$ cat config.mk
export PLATFORM = sky130hd
export DESIGN_NAME = bus_acq_ctrl
export DESIGN_NICKNAME = d
export VERILOG_FILES = /design/src/rtl/bus_acq_pkg.sv /design/src/rtl/bus_acq_cnt.sv /design/src/rtl/bus_acq_prio.sv /design/src/rtl/bus_acq_idbit.sv /design/src/rtl/bus_acq_ctrl.sv
export SDC_FILE = /design/constraint.sdc
export NUM_CORES = 1
export LEC_CHECK = 0
export BUFFER_PORTS_ARGS = -buffer_cell sky130_fd_sc_hd__buf_2
export CORE_UTILIZATION = 30
export CTS_CLUSTER_SIZE = 14
export DETAILED_ROUTE_END_ITERATION = 16
export PLACE_DENSITY_LB_ADDON = 0.3
export SYNTH_ARGS = -nofsm -noshare
export SYNTH_HDL_FRONTEND = slang
export SYNTH_SLANG_ARGS = --single-unit
$ cat constraint.sdc
create_clock -name clk -period 1.9 [get_ports clk]
set_input_delay 0.095 -clock clk [delete_from_list [all_inputs] [get_ports clk]]
set_output_delay 0.095 -clock clk [all_outputs]
set_load 0.02 [all_outputs]
$ cat src/rtl/bus_acq_pkg.sv
package bus_acq_pkg;

    typedef enum logic [2:0] {
        ST_IDLE,
        ST_WAIT_FREE,
        ST_ARB,
        ST_SEL_DRIVE,
        ST_SEL_WAIT
    } acq_state_t;

endpackage

$ cat src/rtl/bus_acq_cnt.sv
module bus_acq_cnt #(
    parameter int W = 4
) (
    input  logic         clk,
    input  logic         rst_n,
    input  logic         clr_i,
    output logic [W-1:0] cnt_o
);
    localparam logic [W-1:0] TOP = '1;

    always_ff @(posedge clk or negedge rst_n) begin
        if (!rst_n)
            cnt_o <= '0;
        else if (clr_i)
            cnt_o <= '0;
        else if (cnt_o != TOP)
            cnt_o <= cnt_o + 1'b1;
    end
endmodule

$ cat src/rtl/bus_acq_prio.sv
module bus_acq_prio #(
    parameter int BUS_W = 8,
    parameter int MY_ID = 5
) (
    input  logic [BUS_W-1:0] bus_n_i,
    output logic             higher_o
);
    logic [BUS_W-1:0] above;

    for (genvar i = 0; i < BUS_W; i++) begin : g_line
        if (i > MY_ID) begin : g_hi
            assign above[i] = ~bus_n_i[i];
        end else begin : g_lo
            assign above[i] = 1'b0;
        end
    end

    assign higher_o = |above;
endmodule

$ cat src/rtl/bus_acq_idbit.sv
module bus_acq_idbit #(
    parameter int BUS_W = 8,
    parameter int ID_W  = 3
) (
    input  logic [ID_W-1:0]  id_i,
    output logic [BUS_W-1:0] bit_o
);
    for (genvar i = 0; i < BUS_W; i++) begin : g_dec
        assign bit_o[i] = (id_i == ID_W'(i));
    end
endmodule

$ cat src/rtl/bus_acq_ctrl.sv
module bus_acq_ctrl
    import bus_acq_pkg::*;
#(
    parameter int BUS_W    = 8,
    parameter int ID_W     = $clog2(BUS_W),
    parameter int MY_ID    = 5,
    parameter int FREE_DLY = 3,
    parameter int ARB_DLY  = 4,
    parameter int SEL_HOLD = 2,
    parameter int SEL_TMO  = 6
) (
    input  logic             clk,
    input  logic             rst_n,
    input  logic             start_i,
    input  logic [ID_W-1:0]  tgt_id_i,
    input  logic [BUS_W-1:0] bus_data_n_i,
    input  logic             bsy_n_i,
    input  logic             sel_n_i,
    input  logic             io_n_i,
    output logic [BUS_W-1:0] data_oe_o,
    output logic             bsy_oe_o,
    output logic             sel_oe_o,
    output logic             won_o,
    output logic             lost_o,
    output logic             selected_o,
    output logic             timeout_o
);
    localparam int MAX_AB  = (FREE_DLY > ARB_DLY) ? FREE_DLY : ARB_DLY;
    localparam int MAX_CD  = (SEL_HOLD > SEL_TMO) ? SEL_HOLD : SEL_TMO;
    localparam int MAX_LIM = (MAX_AB > MAX_CD) ? MAX_AB : MAX_CD;
    localparam int CNT_W   = $clog2(MAX_LIM) + 1;

    localparam logic [CNT_W-1:0] FREE_LAST = CNT_W'(FREE_DLY - 1);
    localparam logic [CNT_W-1:0] ARB_LAST  = CNT_W'(ARB_DLY - 1);
    localparam logic [CNT_W-1:0] HOLD_LAST = CNT_W'(SEL_HOLD - 1);
    localparam logic [CNT_W-1:0] TMO_LAST  = CNT_W'(SEL_TMO - 1);
    localparam logic [BUS_W-1:0] OWN_BIT   = BUS_W'(1) << MY_ID;

    acq_state_t       state_q, state_nxt;
    logic [ID_W-1:0]  tgt_q, tgt_nxt;
    logic [CNT_W-1:0] cnt;
    logic             cnt_clr;
    logic             bus_free;
    logic             higher_seen;
    logic             answer;
    logic [BUS_W-1:0] tgt_bit;
    logic             won_nxt, lost_nxt, sel_nxt, tmo_nxt;

    assign bus_free = bsy_n_i & sel_n_i;
    assign answer   = ~bsy_n_i & io_n_i;

    bus_acq_cnt #(.W(CNT_W)) u_cnt (
        .clk   (clk),
        .rst_n (rst_n),
        .clr_i (cnt_clr),
        .cnt_o (cnt)
    );

    bus_acq_prio #(.BUS_W(BUS_W), .MY_ID(MY_ID)) u_prio (
        .bus_n_i  (bus_data_n_i),
        .higher_o (higher_seen)
    );

    bus_acq_idbit #(.BUS_W(BUS_W), .ID_W(ID_W)) u_idbit (
        .id_i  (tgt_q),
        .bit_o (tgt_bit)
    );

    // next-state and flag decisions
    always_comb begin
        state_nxt = state_q;
        tgt_nxt   = tgt_q;
        won_nxt   = 1'b0;
        lost_nxt  = 1'b0;
        sel_nxt   = 1'b0;
        tmo_nxt   = 1'b0;
        unique case (state_q)
            ST_IDLE: begin
                if (start_i) begin
                    tgt_nxt   = tgt_id_i;
                    state_nxt = ST_WAIT_FREE;
                end
            end
            ST_WAIT_FREE: begin
                if (bus_free && cnt == FREE_LAST)
                    state_nxt = ST_ARB;
            end
            ST_ARB: begin
                if (cnt == ARB_LAST) begin
                    if (higher_seen) begin
                        lost_nxt  = 1'b1;
                        state_nxt = ST_WAIT_FREE;
                    end else begin
                        won_nxt   = 1'b1;
                        state_nxt = ST_SEL_DRIVE;
                    end
                end
            end
            ST_SEL_DRIVE: begin
                if (cnt == HOLD_LAST)
                    state_nxt = ST_SEL_WAIT;
            end
            ST_SEL_WAIT: begin
                if (answer) begin
                    sel_nxt   = 1'b1;
                    state_nxt = ST_IDLE;
                end else if (cnt == TMO_LAST) begin
                    tmo_nxt   = 1'b1;
                    state_nxt = ST_IDLE;
                end
            end
            default: state_nxt = ST_IDLE;
        endcase
        cnt_clr = (state_nxt != state_q) ||
                  (state_q == ST_WAIT_FREE && !bus_free);
    end

    // state register
    always_ff @(posedge clk or negedge rst_n) begin
        if (!rst_n) begin
            state_q    <= ST_IDLE;
            tgt_q      <= '0;
            won_o      <= 1'b0;
            lost_o     <= 1'b0;
            selected_o <= 1'b0;
            timeout_o  <= 1'b0;
        end else begin
            state_q    <= state_nxt;
            tgt_q      <= tgt_nxt;
            won_o      <= won_nxt;
            lost_o     <= lost_nxt;
            selected_o <= sel_nxt;
            timeout_o  <= tmo_nxt;
        end
    end

    // bus drives decoded from the state
    always_comb begin
        data_oe_o = '0;
        bsy_oe_o  = 1'b0;
        sel_oe_o  = 1'b0;
        unique case (state_q)
            ST_IDLE, ST_WAIT_FREE: ;
            ST_ARB: begin
                bsy_oe_o  = 1'b1;
                data_oe_o = OWN_BIT;
            end
            ST_SEL_DRIVE: begin
                bsy_oe_o  = 1'b1;
                sel_oe_o  = 1'b1;
                data_oe_o = OWN_BIT | tgt_bit;
            end
            ST_SEL_WAIT: begin
                sel_oe_o  = 1'b1;
                data_oe_o = OWN_BIT | tgt_bit;
            end
            default: ;
        endcase
    end
endmodule

Word level (Yosys, flattened, before mapping)

Index checks and enable logic that the tools add are counted.
W data, S select, Z words.

Bits in registers: 14
Bits of input ports: 17
Output and inout port bits: 14
Logic and storage cells: 64

Add/sub/neg operators: 1
Eq/ne operators: 16
Mux-type cells: 24
Bitwise operators: 5
Reductions and logical operators: 11

Operator list:

| operator              | number |
|---|---|
| $mux W3               | 6 |
| $pmux W8 S2           | 1 |
| $pmux W3 S5           | 1 |
| $mux W1               | 13 |
| $eq A3 B2 Y1 const B  | 4 |
| $eq A3 B3 Y1 const B  | 4 |
| $eq A4 B2 Y1 const B  | 2 |
| $mux W4               | 2 |
| $eq A3 B1 Y1 const B  | 2 |
| $logic_not A3 Y1      | 2 |
| $reduce_or A2 Y1      | 3 |
| $add A4 B1 Y4 const B | 1 |
| $eq A4 B1 Y1 const B  | 1 |
| $eq A4 B3 Y1 const B  | 1 |
| $ne A4 B4 Y1 const B  | 1 |
| $ne A3 B3 Y1          | 1 |
| $not A1 Y1            | 3 |
| $and A1 B1 Y1         | 2 |
| $logic_and A1 B1 Y1   | 2 |
| $mux W2               | 1 |
| $reduce_and A2 Y1     | 1 |
| $reduce_bool A2 Y1    | 1 |
| $logic_not A1 Y1      | 1 |
| $logic_or A1 B1 Y1    | 1 |

Longest topological paths before layout

Depth in word-level cells: 8
Gate-level depth with buffers: 6
Gate-level depth less buffers: 6

Cells and area by module

From an unflattened synthesis, not the netlist that was laid out.

Cell total of the unflattened synthesis: 90
Area total of the unflattened synthesis: 934.6 um^2

Modules (own cells, without submodules):

| module        | instances | cells an instance | area each (um^2) | sequential area each (um^2) |
|---|---|---|---|---|
| bus_acq_ctrl  | 1         | 62                | 651.9            | 250.2 |
| bus_acq_cnt   | 1         | 19                | 214.0            | 100.1 |
| bus_acq_idbit | 1         | 8                 | 65.1             | 0.0 |
| bus_acq_prio  | 1         | 1                 | 3.8              | 0.0 |

Worst setup path after synthesis

Ideal clock, no wire load.

Path kind: register to output
From: register state_q[2]
To: output data_oe_o[1]
Data arrival time: 1748 ps
Required time: 1805 ps
Path slack: 57 ps
Stages on the path, launching flop included: 6
Path buffers: 1
Path through: dfrtp_1 > buf_2 > nor2b_2 > a22o_2 > nand2b_1 > nor3b_1

Word-level cells in the longest chain between the ends: 3
Elaborated cells between the ends (all ways): 5
Those cells by class: 3 x eq/ne; 1 x mux; 1 x reduce/logical

Ends and longest elaborated chain:

| what                                                | line                | text |
|---|---|---|
| from (decl)                                         | bus_acq_ctrl.sv:39  | `acq_state_t state_q, state_nxt;` |
| from (signal assigned)                              | bus_acq_ctrl.sv:128 | `state_q <= state_nxt;` |
| $eq A3 B3 Y1 / $eq A3 B2 Y1 (equally long branches) | bus_acq_ctrl.sv:142 | `unique case (state_q)` |
| $reduce_or A2 Y1 (no line)                          | -                   |  |
| $pmux W8 S2 (*)                                     | bus_acq_ctrl.sv:142 |  |
| to (decl)                                           | bus_acq_ctrl.sv:20  | `output logic [BUS_W-1:0] data_oe_o,` |

Every way passes the cells marked *; elsewhere a longest branch is shown, timed or not.

Worst setup path in the final report

From: register state_q[0]
To: output data_oe_o[1]

Same word-level chain as after synthesis.

==> results.py <==
metrics = {
    "critical_path": {
        "critical_path_class": "reg2out",
        "cp-end-kind": "output pin",
        "reg2reg_from": "u_cnt.cnt_o[0]$_DFFE_PN0P_",
        "endpoint": "data_oe_o[1]",
        "worstSetupStartpointType": "flop",
        "path_max_fanout": 9,
        "r2r_cells": 5,
        "worstSetupStartpoint": "state_q[0]$_DFF_PN0_",
        "r2r-end": "lost_o$_DFF_PN0_",
        "reg2reg_slack_ns": 0.15,
        "worstPathArrival_ns": 1.68,
        "cp.required_ns": 1.80,
    },
    "final_layout": {
        "syn2layout_area_growth_pct": 31.40,
        "antennaDiodeCount": 0,
        "instances_no_fill": 152,
        "fin_util_pct": 42.76,
        "drive_gt1_share_pct": 34.43,
        "fin_nets": 143,
    },
    "grt": {
        "use_met3_pct": 5.833,
        "gr-usage-met2_pct": 25.41,
        "top_usage_layer": "met2",
        "grt_pass1_wl_um": 2780,
        "grt_pass1_vias": 705,
        "grt_overflow": 0,
        "antenna_found_initial": 0,
        "grt_max_degree": 15,
        "grtUsageMet1_pct": 13.12,
        "track_usage_pct": 13.48,
    },
    "placed_design": {
        "post-dp-hpwl_um": 1357,
        "preCtsSetupSlack_ns": 0.1863,
        "dp.cells": 142,
        "gp_congestion": 0.7461,
        "numPortBuffers": 24,
    },
    "cts": {
        "htreeDepth": 1,
        "cts_tree": "done",
        "clkTransAtPathRegs_ns": 0.09,
        "cts.path.max_buffers": 2,
        "cts-root-buf": "clkbuf_4",
        "cts_buffers": 3,
        "clk_latency_ns": 0.29,
        "clock_sinks": 14,
    },
    "synthesis": {
        "yosysWarnings": 0,
        "synth_top_family_by_area": "simple AND/OR/NAND/NOR gates",
        "synth_seq_area_share_pct": 42.68,
        "muxShareOfSynthArea_pct": 0,
        "synth-xor-area-share_pct": 1.067,
        "yosys.area_share.simple_pct": 32.01,
        "synth.cell_area_um2": 820.8,
        "async_reset_ff_share_pct": 100.0,
        "synth_fa_ha_area_share_pct": 4.573,
        "synth_flop_cell": "dfrtp_1",
        "synth_edf_count": 0,
        "synthesis.nets": 111,
        "postSynthAreaPerCell_um2": 9.020,
        "syn_inst": 91,
        "synth_compound_area_share_pct": 16.46,
        "ys_ff_latch": 14,
        "synth_cell_type_count": 31,
    },
    "sta": {
        "worst_pin_slew_ns": 0.5772,
        "slew_headroom_pct": 60.98,
        "max_freq_mhz": 564.6,
        "finalHoldViolations": 0,
        "rsz0062_at_grt": "no",
        "setup_viol": 0,
        "clock_skew_ns": 0.005996,
        "tns_ns": 0,
        "timing.final.ws_setup_ns": 0.1288,
        "finalCriticalPeriod_ns": 1.771,
        "slew_violations": 0,
        "fin_crit_sh_pct": 93.22,
    },
    "floorplanning": {
        "core_um2": 2522,
        "die_y_um": 54.31,
        "io_pins": 31,
        "placementRows": 18,
        "initial_utilization_pct": 32.54,
        "die_area_um2": 2949,
        "dieWidth_um": 54.31,
    },
    "detailed_routing": {
        "wirelength_um": 1784,
        "vias": 758,
        "dr.pass1.iters": 4,
        "via_per_inst": 4.987,
        "drc": 0,
        "routedWlPerCell_um": 11.74,
        "drtIter0Drc": 11,
        "drtAntennaViolNets": 0,
    },
    "outcome": {
        "status": "finished, final reports clean",
    },
    "power_and_ir_drop": {
        "power_mw": 1.351,
        "powerDensity_nw_per_um2": 1253,
        "leakage_nw": 0.5024,
        "vdd_drop_max_v": 0.0006630,
    },
    "hold_path": {
        "min_from": "io_n_i",
        "min_path_cells": 3,
        "hold_path.class": "in2reg",
    },
    "run": {
        "maxCapViolCount": 0,
    },
}
==> worst max-delay path, stage by stage (launching register included) <==
cell,delay [ns]
dfrtp_1,0.52
nor2_4,0.18
a22o_2,0.17
nand2b_1,0.10
nor3b_1,0.22
buf_2,0.20
==> flip-flops by register name, summed over array words and instances (netlist names) <==
name,count
state_q,3
timeout_o,1
selected_o,1
lost_o,1
u_cnt.cnt_o,4
won_o,1
tgt_q,3
==> metal layers <==
| metal | vias up | wire (um) |
|---|---|---|
| met4 | 0 | 13 |
| met3 | 2 | 95 |
| met1 | 349 | 797 |
| met2 | 22 | 877 |
| met5 | - | 0 |
| li1 | 385 | - |
==> metrics by stage <==
step	hold slack, ns	instance area [um^2]
4_1_cts	0.06918	1065
6_report	0.07579	1079
3_5_place_dp	0.01044	963.4
5_1_grt	0.07416	1079
3_3_place_gp	0.01561	963.4
2_1_floorplan	-0.2006	820.8
==> placed cells by master (no fill, tap or decap), types with 2 or more instances in the layout <==
master,n
nand2b_1,4
clkbuf_4,3
nor2_1,10
nand3_1,4
dlygate4sd3_1,6
and3b_1,2
a31oi_1,2
a2111oi_2,2
ha_1,2
nor3b_1,2
dfrtp_1,10
buf_2,24
dfrtp_2,4
nand2_1,18
a21boi_0,2
inv_1,3
nor3_1,4
==> synthesized netlist by cell type, types with 2 or more instances <==
master / number / area [um^2]
nand2_1: 18 / 67.56
dfrtp_1: 14 / 350.3
nor2_1: 10 / 37.54
nand2b_1: 4 / 25.02
nand3_1: 4 / 20.02
nor3_1: 4 / 20.02
buf_2: 3 / 15.01
ha_1: 3 / 37.54
inv_1: 3 / 11.26
a2111oi_2: 2 / 30.03
a21boi_0: 2 / 15.01
a21oi_1: 2 / 10.01
a31oi_1: 2 / 12.51
and3b_1: 2 / 17.52
nor3b_1: 2 / 15.01
==> how the worst min path moves through the flow <==
| stage | end | slack, ns |
|---|---|---|
| finish | selected_o$_DFF_PN0_ | 0.08 |
| global route | selected_o$_DFF_PN0_ | 0.07 |
| CTS | won_o$_DFF_PN0_ | 0.07 |
| detailed placement | tgt_q[1]$_DFFE_PN0P_ | 0.01 |
| global placement | tgt_q[1]$_DFFE_PN0P_ | 0.02 |
| floorplan | lost_o$_DFF_PN0_ | -0.20 |
==> timing repair <==
item / 4_1_cts / 5_1_grt
setup endpoints to repair: 1 / 2
hold endpoints to repair: 18 / 0
setup buffers: 0 / 0
cloned: 0 / 0
gates resized for setup: 1 / 7
hold buffers: 6 / 0
==> cell type report <==
type | instances | area [um^2]
multi-input cells | 71 | 457.9
repair buffers | 30 | 180.2
clock buffers | 4 | 36.28
well taps | 30 | 37.54
fillers | 255 | 1444
flip-flops and latches | 14 | 355.3
inverters | 3 | 11.26
==> logic make-up after synthesis <==
kind of cell,after synthesis
buffers and inverters,6
xor gates and xnor gates,1
and+or+nand+nor,51
AOI/OAI and AO/OA,16
adders and majority gates,3
DFF,14
==> where the power goes <==
part	switching, mW	total, mW	internal, mW
registers	0.145	0.530	0.385
logic	0.339	0.599	0.261
clock network	0.105	0.222	0.117
total	0.589	1.35	0.763
(Power assumes the default switching activity.)
